==> src/rtl/gpio_mskbank_pkg.sv <==
package gpio_mskbank_pkg;

   // register type selected by the type field of the address
   typedef enum logic [2:0] {
      RT_CFG = 3'd0,
      RT_OE  = 3'd1,
      RT_OUT = 3'd2,
      RT_IN  = 3'd3,
      RT_STA = 3'd4,
      RT_EN  = 3'd5,
      RT_LVL = 3'd6,
      RT_CLR = 3'd7
   } reg_type_e;

   // number of storage registers per port
   localparam int NUM_KINDS = 4;

   // storage slot -> register type
   function automatic reg_type_e kind_type(input int k);
      case (k)
         0:       return RT_CFG;
         1:       return RT_OE;
         2:       return RT_OUT;
         default: return RT_EN;
      endcase
   endfunction

endpackage

==> src/rtl/gpio_mskbank_dec.sv <==
module gpio_mskbank_dec
   import gpio_mskbank_pkg::*;
#(
   parameter int ADDR_W    = 12,
   parameter int NUM_PORTS = 4,
   localparam int PIDX_W   = $clog2(NUM_PORTS)
) (
   input  logic [ADDR_W-1:0] addr,
   output logic              hit,
   output logic              alias_sel,
   output reg_type_e         rtype,
   output logic [PIDX_W-1:0] pidx
);
   localparam int TYPE_LSB  = 2 + PIDX_W;
   localparam int TYPE_MSB  = TYPE_LSB + 2;
   localparam int ALIAS_BIT = ADDR_W - 1;

   logic gap_ok;

   generate
      if (ALIAS_BIT <= TYPE_MSB) begin : g_bad_addr
         $error("gpio_mskbank_dec: ADDR_W too small for the type field and the alias bit");
      end
      if (ALIAS_BIT > TYPE_MSB + 1) begin : g_gap
         assign gap_ok = (addr[ALIAS_BIT-1:TYPE_MSB+1] == '0);
      end else begin : g_nogap
         assign gap_ok = 1'b1;
      end
   endgenerate

   assign hit       = gap_ok && (addr[1:0] == 2'b00);
   assign alias_sel = addr[ALIAS_BIT];
   assign rtype     = reg_type_e'(addr[TYPE_MSB:TYPE_LSB]);
   assign pidx      = addr[TYPE_LSB-1:2];

endmodule

==> src/rtl/gpio_mskbank_port.sv <==
module gpio_mskbank_port
   import gpio_mskbank_pkg::*;
#(
   parameter int PORT_W = 8
) (
   input  logic                             clk,
   input  logic                             rst_n,
   input  logic [NUM_KINDS-1:0]             we,
   input  logic [PORT_W-1:0]                wval,
   input  logic [PORT_W-1:0]                wmask,
   output logic [NUM_KINDS-1:0][PORT_W-1:0] q
);

   generate
      for (genvar k = 0; k < NUM_KINDS; k++) begin : g_kind
         always_ff @(posedge clk or negedge rst_n) begin
            if (!rst_n) begin
               q[k] <= '0;
            end else if (we[k]) begin
               q[k] <= (q[k] & ~wmask) | (wval & wmask);
            end
         end
      end
   endgenerate

endmodule

==> src/rtl/gpio_mskbank_sync.sv <==
module gpio_mskbank_sync #(
   parameter int WIDTH  = 32,
   parameter int STAGES = 2
) (
   input  logic             clk,
   input  logic             rst_n,
   input  logic [WIDTH-1:0] d,
   output logic [WIDTH-1:0] q
);

   logic [STAGES-1:0][WIDTH-1:0] chain;

   generate
      if (STAGES < 2) begin : g_bad_stages
         $error("gpio_mskbank_sync: STAGES must be at least 2");
      end
      for (genvar s = 0; s < STAGES; s++) begin : g_stage
         always_ff @(posedge clk or negedge rst_n) begin
            if (!rst_n) begin
               chain[s] <= '0;
            end else if (s == 0) begin
               chain[s] <= d;
            end else begin
               chain[s] <= chain[(s == 0) ? 0 : s-1];
            end
         end
      end
   endgenerate

   assign q = chain[STAGES-1];

endmodule

==> src/rtl/gpio_mskbank.sv <==
module gpio_mskbank
   import gpio_mskbank_pkg::*;
#(
   parameter int NUM_PORTS   = 4,
   parameter int PORT_W      = 8,
   parameter int ADDR_W      = 12,
   parameter int DATA_W      = 32,
   parameter int SYNC_STAGES = 2,
   localparam int PINS       = NUM_PORTS * PORT_W
) (
   input  logic              clk,
   input  logic              rst_n,
   input  logic [ADDR_W-1:0] addr,
   input  logic [DATA_W-1:0] wdata,
   input  logic              wr_en,
   output logic [DATA_W-1:0] rdata,
   input  logic [PINS-1:0]   pad_in,
   output logic [PINS-1:0]   pad_oe,
   output logic [PINS-1:0]   pad_out
);
   localparam int PIDX_W = $clog2(NUM_PORTS);

   generate
      if (NUM_PORTS < 2 || (1 << PIDX_W) != NUM_PORTS) begin : g_bad_ports
         $error("gpio_mskbank: NUM_PORTS must be a power of two, at least 2");
      end
      if (DATA_W < 2 * PORT_W) begin : g_bad_data
         $error("gpio_mskbank: DATA_W must hold a value byte and a mask byte");
      end
   endgenerate

   logic              hit;
   logic              alias_sel;
   reg_type_e         rtype;
   logic [PIDX_W-1:0] pidx;

   gpio_mskbank_dec #(
      .ADDR_W   (ADDR_W),
      .NUM_PORTS(NUM_PORTS)
   ) dec_i (
      .addr     (addr),
      .hit      (hit),
      .alias_sel(alias_sel),
      .rtype    (rtype),
      .pidx     (pidx)
   );

   logic [PORT_W-1:0] wval;
   logic [PORT_W-1:0] wmask;
   logic              unused_wdata_hi;

   assign wval  = wdata[PORT_W-1:0];
   assign wmask = alias_sel ? wdata[2*PORT_W-1:PORT_W] : '1;

   generate
      if (DATA_W > 2 * PORT_W) begin : g_hi
         assign unused_wdata_hi = ^wdata[DATA_W-1:2*PORT_W];
      end else begin : g_nohi
         assign unused_wdata_hi = 1'b0;
      end
   endgenerate

   logic [NUM_PORTS-1:0][NUM_KINDS-1:0][PORT_W-1:0] regs;
   logic [PINS-1:0]                                 cfg_all;
   logic [PINS-1:0]                                 in_sync;

   generate
      for (genvar p = 0; p < NUM_PORTS; p++) begin : g_port
         logic [NUM_KINDS-1:0] we;
         for (genvar k = 0; k < NUM_KINDS; k++) begin : g_we
            assign we[k] = wr_en && hit && (pidx == PIDX_W'(p)) && (rtype == kind_type(k));
         end

         gpio_mskbank_port #(
            .PORT_W(PORT_W)
         ) port_i (
            .clk  (clk),
            .rst_n(rst_n),
            .we   (we),
            .wval (wval),
            .wmask(wmask),
            .q    (regs[p])
         );

         assign cfg_all[p*PORT_W +: PORT_W] = regs[p][0];
         assign pad_oe [p*PORT_W +: PORT_W] = regs[p][0] & regs[p][1];
         assign pad_out[p*PORT_W +: PORT_W] = regs[p][2];
      end
   endgenerate

   gpio_mskbank_sync #(
      .WIDTH (PINS),
      .STAGES(SYNC_STAGES)
   ) sync_i (
      .clk  (clk),
      .rst_n(rst_n),
      .d    (pad_in),
      .q    (in_sync)
   );

   logic [PORT_W-1:0] rsel;

   always_comb begin
      rsel = '0;
      if (hit) begin
         case (rtype)
            RT_CFG:  rsel = regs[pidx][0];
            RT_OE:   rsel = regs[pidx][1];
            RT_OUT:  rsel = regs[pidx][2];
            RT_EN:   rsel = regs[pidx][3];
            RT_IN:   rsel = in_sync[pidx*PORT_W +: PORT_W];
            default: rsel = '0;
         endcase
      end
   end

   assign rdata = {{(DATA_W-PORT_W){1'b0}}, rsel};

endmodule

==> config.mk <==
export PLATFORM = sky130hd
export DESIGN_NAME = gpio_mskbank
export DESIGN_NICKNAME = d
export VERILOG_FILES = /design/src/rtl/gpio_mskbank_pkg.sv /design/src/rtl/gpio_mskbank_dec.sv /design/src/rtl/gpio_mskbank_port.sv /design/src/rtl/gpio_mskbank_sync.sv /design/src/rtl/gpio_mskbank.sv
export SDC_FILE = /design/constraint.sdc
export NUM_CORES = 1
export LEC_CHECK = 0
export BUFFER_PORTS_ARGS = -buffer_cell sky130_fd_sc_hd__buf_4
export CORE_MARGIN = 2
export CORE_UTILIZATION = 45
export DETAILED_ROUTE_END_ITERATION = 8
export PLACE_DENSITY_LB_ADDON = 0.15
export SKIP_LAST_GASP = 1
export SYNTH_ARGS = -nofsm -noshare
export SYNTH_HDL_FRONTEND = slang
export SYNTH_HIERARCHICAL = 1
export SYNTH_SLANG_ARGS = --single-unit
==> constraint.sdc <==
create_clock -name clk -period 2.87 [get_ports clk]
set_clock_uncertainty 0.1 [all_clocks]
set_input_delay 0.574 -clock clk [delete_from_list [all_inputs] [get_ports clk]]
set_output_delay 0.574 -clock clk [all_outputs]
set_load 0.005 [all_outputs]
# ---- After elaboration in Yosys (flattened, before gate mapping)
# Cells that the tools add are included.
dict set report totals {
  reg_bits 192
  in_bits 79
  out_inout_bits 96
  elab_cells 96
}
dict set report classes {
  magnitude_cmp 1
  n_eq_ne 7
  shift 1
  n_mux 5
  bitwise_logic 38
  reduce_logical 26
}
# cell count
set ops {}
lappend ops {{AND 8 bit} 21}
lappend ops {{bitwise OR 8 bit} 16}
lappend ops {{binary-select mux 32 bit (select 2 bit)} 1}
lappend ops {{one-hot mux 8 bit (5 select lines)} 1}
lappend ops {{2-to-1 mux 32 bit} 1}
lappend ops {{variable part select 32 x 6 -> 8 bit} 1}
lappend ops {{logical AND 1 bit} 22}
lappend ops {{2-to-1 mux 8 bit} 2}
lappend ops {{NOT 8 bit} 1}
lappend ops {{equality test 3 x 2 -> 1 bit, second input constant} 2}
lappend ops {{equality test 2 bit, second input constant} 2}
lappend ops {{zero test 2 bit} 2}
lappend ops {{zero test 4 bit} 1}
lappend ops {{equality test 3 x 1 -> 1 bit, second input constant} 1}
lappend ops {{equality test 3 bit, second input constant} 1}
lappend ops {{zero test 3 bit} 1}
lappend ops {{< comparator 2 x 3 -> 1 bit, second input constant} 1}
lappend ops {{equality test 2 x 1 -> 1 bit, second input constant} 1}

# ---- Depth between registers and ports, before layout
dict set report depth {
  depth_word 5
  depth_mapped 9
  depth_no_buf 7
}

# ---- Cells and area by module
# Netlist, hierarchy kept.
# module instances cells_per_inst area_per_inst_um2
set modules_own_cells {}
lappend modules_own_cells {gpio_mskbank_port 4 100 1337.5}
lappend modules_own_cells {gpio_mskbank 1 266 2006.9}
lappend modules_own_cells {gpio_mskbank_sync 1 96 1841.8}
lappend modules_own_cells {gpio_mskbank_dec 1 8 62.6}

# ---- Least setup slack after synthesis
# No wires, ideal clock.
dict set report synth_timing {
  kind {input to register}
  from {input addr[1]}
  to {register (tool-made name)}
  setup_time_ns 0.127
  arrival_time_ns 2.332
  path_slack_ns 0.311
  stages 8
  path_buffers 1
  cell_sequence {or4_1 > nor3_2 > nand2_1 > or3_1 > nor2_1 > buf_4 > nand2_1 > mux2_1}
}
# element line
set synth_rtl {}
lappend synth_rtl {{start: declaration} gpio_mskbank.sv:13} ;# input logic [ADDR_W-1:0] addr,

# ---- Worst setup path in the final report
dict set report layout_timing {
  from {input addr[6]}
  to {output rdata[5]}
}
dict set report layout_between {
  elab_chain_cells 3
  elab_cells_between_ends 7
}
# element line
set layout_rtl {}
lappend layout_rtl {{equality test 3 x 2 -> 1 bit, or another cell as far along} gpio_mskbank.sv:106} ;# case (rtype)
lappend layout_rtl {{one-hot mux 8 bit (5 select lines) (*)} gpio_mskbank.sv:106}
lappend layout_rtl {{2-to-1 mux 8 bit (*)} gpio_mskbank.sv:105} ;# if (hit) begin
lappend layout_rtl {{end: declaration} gpio_mskbank.sv:16} ;# output logic [DATA_W-1:0] rdata,
# Every way passes the cells marked *; elsewhere a longest branch is shown, timed or not.

==> flow_summary.yaml <==
final_layout:
  area.growth.synth_to_final_pct: 19.24
  layout.filler_cells: 1724
  layout_commonest_cell: "sky130_fd_sc_hd__dfrtp_1"
  final_net_count: 973
  diodes: 0
  layout.cells.most_common_list: "sky130_fd_sc_hd__dfrtp_1, sky130_fd_sc_hd__buf_4, sky130_fd_sc_hd__nand2_1"
  layout-drive-gt1-share: 0.2933
  finalNonFillerCells: 1177
place:
  gp_congestion: 0.8150
  number_of_placed_instances_taps_included: 1145
  detailedPlacementHpwl_mm: 15.86
  port_buffers: 134
  setup_slack_after_placement_ns: -0.05396
worst_setup_path:
  timing.critical_path.slowest_stage_cell: "sky130_fd_sc_hd__or3b_2"
  path_buf_inv: 2
  dominant_delay_contributor_by_cell_family_on_the_critical_path: "simple AND/OR/NAND/NOR gates"
  timing.critical_path.slowest_cell_delay_ns: 0.52
  critical_path_arrival_ns: 2.16
  cpMostUsedCell: "sky130_fd_sc_hd__buf_4"
  worst_setup_path_end_kind: "output port"
  crit_path_max_fanout: 8
  crit_required_ns: 2.20
  path_class: "in2out"
  cp-start-kind: "input pin"
  timing.critical_path.cells: "buf_4 > or3b_2 > nor2_4 > a211oi_1 > a31oi_1 > buf_4"
timing:
  fmax_mhz: 352.8
  slew_viol_final: 0
  unrepaired_setup_endpoints_after_global_routing: "no"
  setup_viol: 0
  finalCriticalPeriod_ns: 2.835
  final_critical_path_setup_slack_ns: 0.03517
  fin_tns_setup_ns: 0
  hold_violations: 0
  finalCritPeriodShare: 0.9877
  holdWs_ns: 0.01374
  worst_pin_slew_ns: 0.7919
  maxSlewHeadroom: 0.4721
run_status:
  outcome: "finished, final reports clean"
global_routing:
  gr-usage-all-layers: 0.2113
  grt.met2_usage: 0.3645
  grt-ovfl-total: 0
  gr-usage-met1: 0.2723
  grt_start_max_net_pins: 73
  grt_busiest_layer: "met2"
  grt_met3_usage: 0.04043
  first_global_vias: 6426
  grt_pass1_wl_mm: 34.82
  number_of_antenna_violations_at_the_first_check_in_global_routing: 0
detailed_routing:
  drtAntennaViolNets: 0
  drt_first_pass_iters: 5
  post_drt_wl_per_cell_um: 18.97
  vias: 6156
  drcViolationCount: 0
  route.detailed.vias_per_inst: 5.230
  drt_wl_total_mm: 22.33
  detailedRoute.firstIterationViolations: 319
power_and_ir_drop:
  pwr-share-seq: 0.498
  swShare: 0.2626
  portion_of_total_power_attributed_to_combinational_logic: 0.065
  highest_ir_drop_seen_on_vdd_mv: 0.3961
  totalPowerFinal_uw: 5575
  power_per_cell_area_mw_per_mm2: 504.8
  power_report.internal_total_uw: 4111
  static-leakage-power_uw: 0.005515
  switching_component_of_the_power_uw: 1464
  clkPwrFrac: 0.436
yosys:
  seq_area_frac_synth: 0.5188
  synthDominantCellAreaShare: 0.5188
  yosys-top-cells-area: "sky130_fd_sc_hd__dfrtp_1, sky130_fd_sc_hd__mux2_1, sky130_fd_sc_hd__buf_4, sky130_fd_sc_hd__nand2_1, sky130_fd_sc_hd__mux2i_1"
  netlist.top_cell.by_area: "sky130_fd_sc_hd__dfrtp_1"
  synth_warnings: 6
  ys_seq_elements: 192
  postSynthCellCount: 770
  mean_instance_size_in_the_synthesized_netlist_um2: 12.03
  syn_area_mm2: 0.009261
  post_synth_num_cell_types: 36
clock_network:
  clock_sinks: 192
  ctsLongestPathBuffers: 2
  tritoncts.num_buffers: 17
  worst_setup_hold_path_clk_slew_ns: 0.07
  cts_tree: "done"
  cts-htree-levels: 4
  clock_latency_ns: 0.44
  clk_root_buffer_cell: "sky130_fd_sc_hd__clkbuf_16"
  postCtsSetupBuffers: 0
floorplan:
  fp.coreArea_mm2: 0.02023
  floorplan.die.width_um: 147.5
  initial_core_util: 0.4577
  ios: 175
  fp.dieArea_mm2: 0.02174
  die_h_um: 147.5
  row_count: 52
hold_path:
  worstHoldPathType: "in2async"
run:
  max_cap_viol_count: 0
==> worst paths after layout <==
kind	from	to	cells past startpoint	slack (ns)
setup / recovery	addr[6]	rdata[5]	6	0.04
hold / removal	rst_n	asynchronous set/reset pin	1	0.01
setup reg to reg	flip-flop	flip-flop	1	1.94
hold reg to reg	sync_i/chain[26]	sync_i/q[26]	0	0.25
max in group asynchronous	rst_n	sync_i/chain[26]	2	1.87
min in group clk	pad_in[0]	sync_i/chain[0]	1	0.13
==> timing repair <==
item | in CTS | in global routing
setup endpoints to repair | 0 | 7
resized for setup | 0 | 3
hold buffers | 0 | 0
==> Yosys cell counts (all sizes together) <==
| cell | count |
|---|---|
| a211oi | 8 |
| a22oi | 8 |
| a31oi | 8 |
| and2 | 33 |
| buf | 94 |
| clkbuf | 2 |
| conb | 1 |
| dfrtp | 192 |
| inv | 2 |
| mux2 | 136 |
| mux2i | 56 |
| mux4 | 8 |
| nand2 | 156 |
| nand2b | 8 |
| nand3b | 1 |
| nand4 | 10 |
| nand4b | 1 |
| nand4bb | 1 |
| nor2 | 27 |
| nor2b | 2 |
| nor3 | 1 |
| nor3b | 1 |
| o21ai | 1 |
| o22ai | 8 |
| or3 | 2 |
| or3b | 1 |
| or4 | 1 |
| or4b | 1 |
==> metal layers <==
metal  up-vias  share of wire
met1      3127           0.43
met3        29          0.046
met2       206           0.51
met4         0          0.018
li1       2794              -
met5         -              0
==> kinds of logic after synthesis <==
kind of cell,count (synthesis),synth area share
and+or+nand+nor,246,0.1224
muxes,200,0.2579
DFF,192,0.5188
buffers and inverters,98,0.07620
AOI/OAI and AO/OA,33,0.02432
other,1,0.0004049
==> power groups by stage <==
stage	sequential (µW)	combinational, µW	clock (µW)
floorplan	2830	209	0
global placement	2830	357	0
detailed placement	2830	366	0
CTS	2780	367	2490
global route	2790	397	2610
finish	2780	363	2430
==> per-stage QoR <==
stage | cell area, µm² | utilization
after floorplan | 9348 | -
after global placement | 10400 | 0.5141
after detailed placement | 10400 | 0.5141
after CTS | 11030 | 0.5450
after global routing | 11040 | 0.5458
final | 11040 | 0.5458
==> cell type report <==
| cell class | count | area (µm²) | area share |
|---|---|---|---|
| inverters | 2 | 7.507 | 0.0006798 |
| repair buffers | 178 | 1415 | 0.1281 |
| clock buffers | 17 | 425.4 | 0.03852 |
| multi-input cells | 503 | 3852 | 0.3489 |
| clock inverters | 15 | 200.2 | 0.01813 |
| flip-flops and latches | 192 | 4805 | 0.4351 |
| well taps | 270 | 337.8 | 0.03059 |
Note: power is estimated with default switching activity, not from simulation.
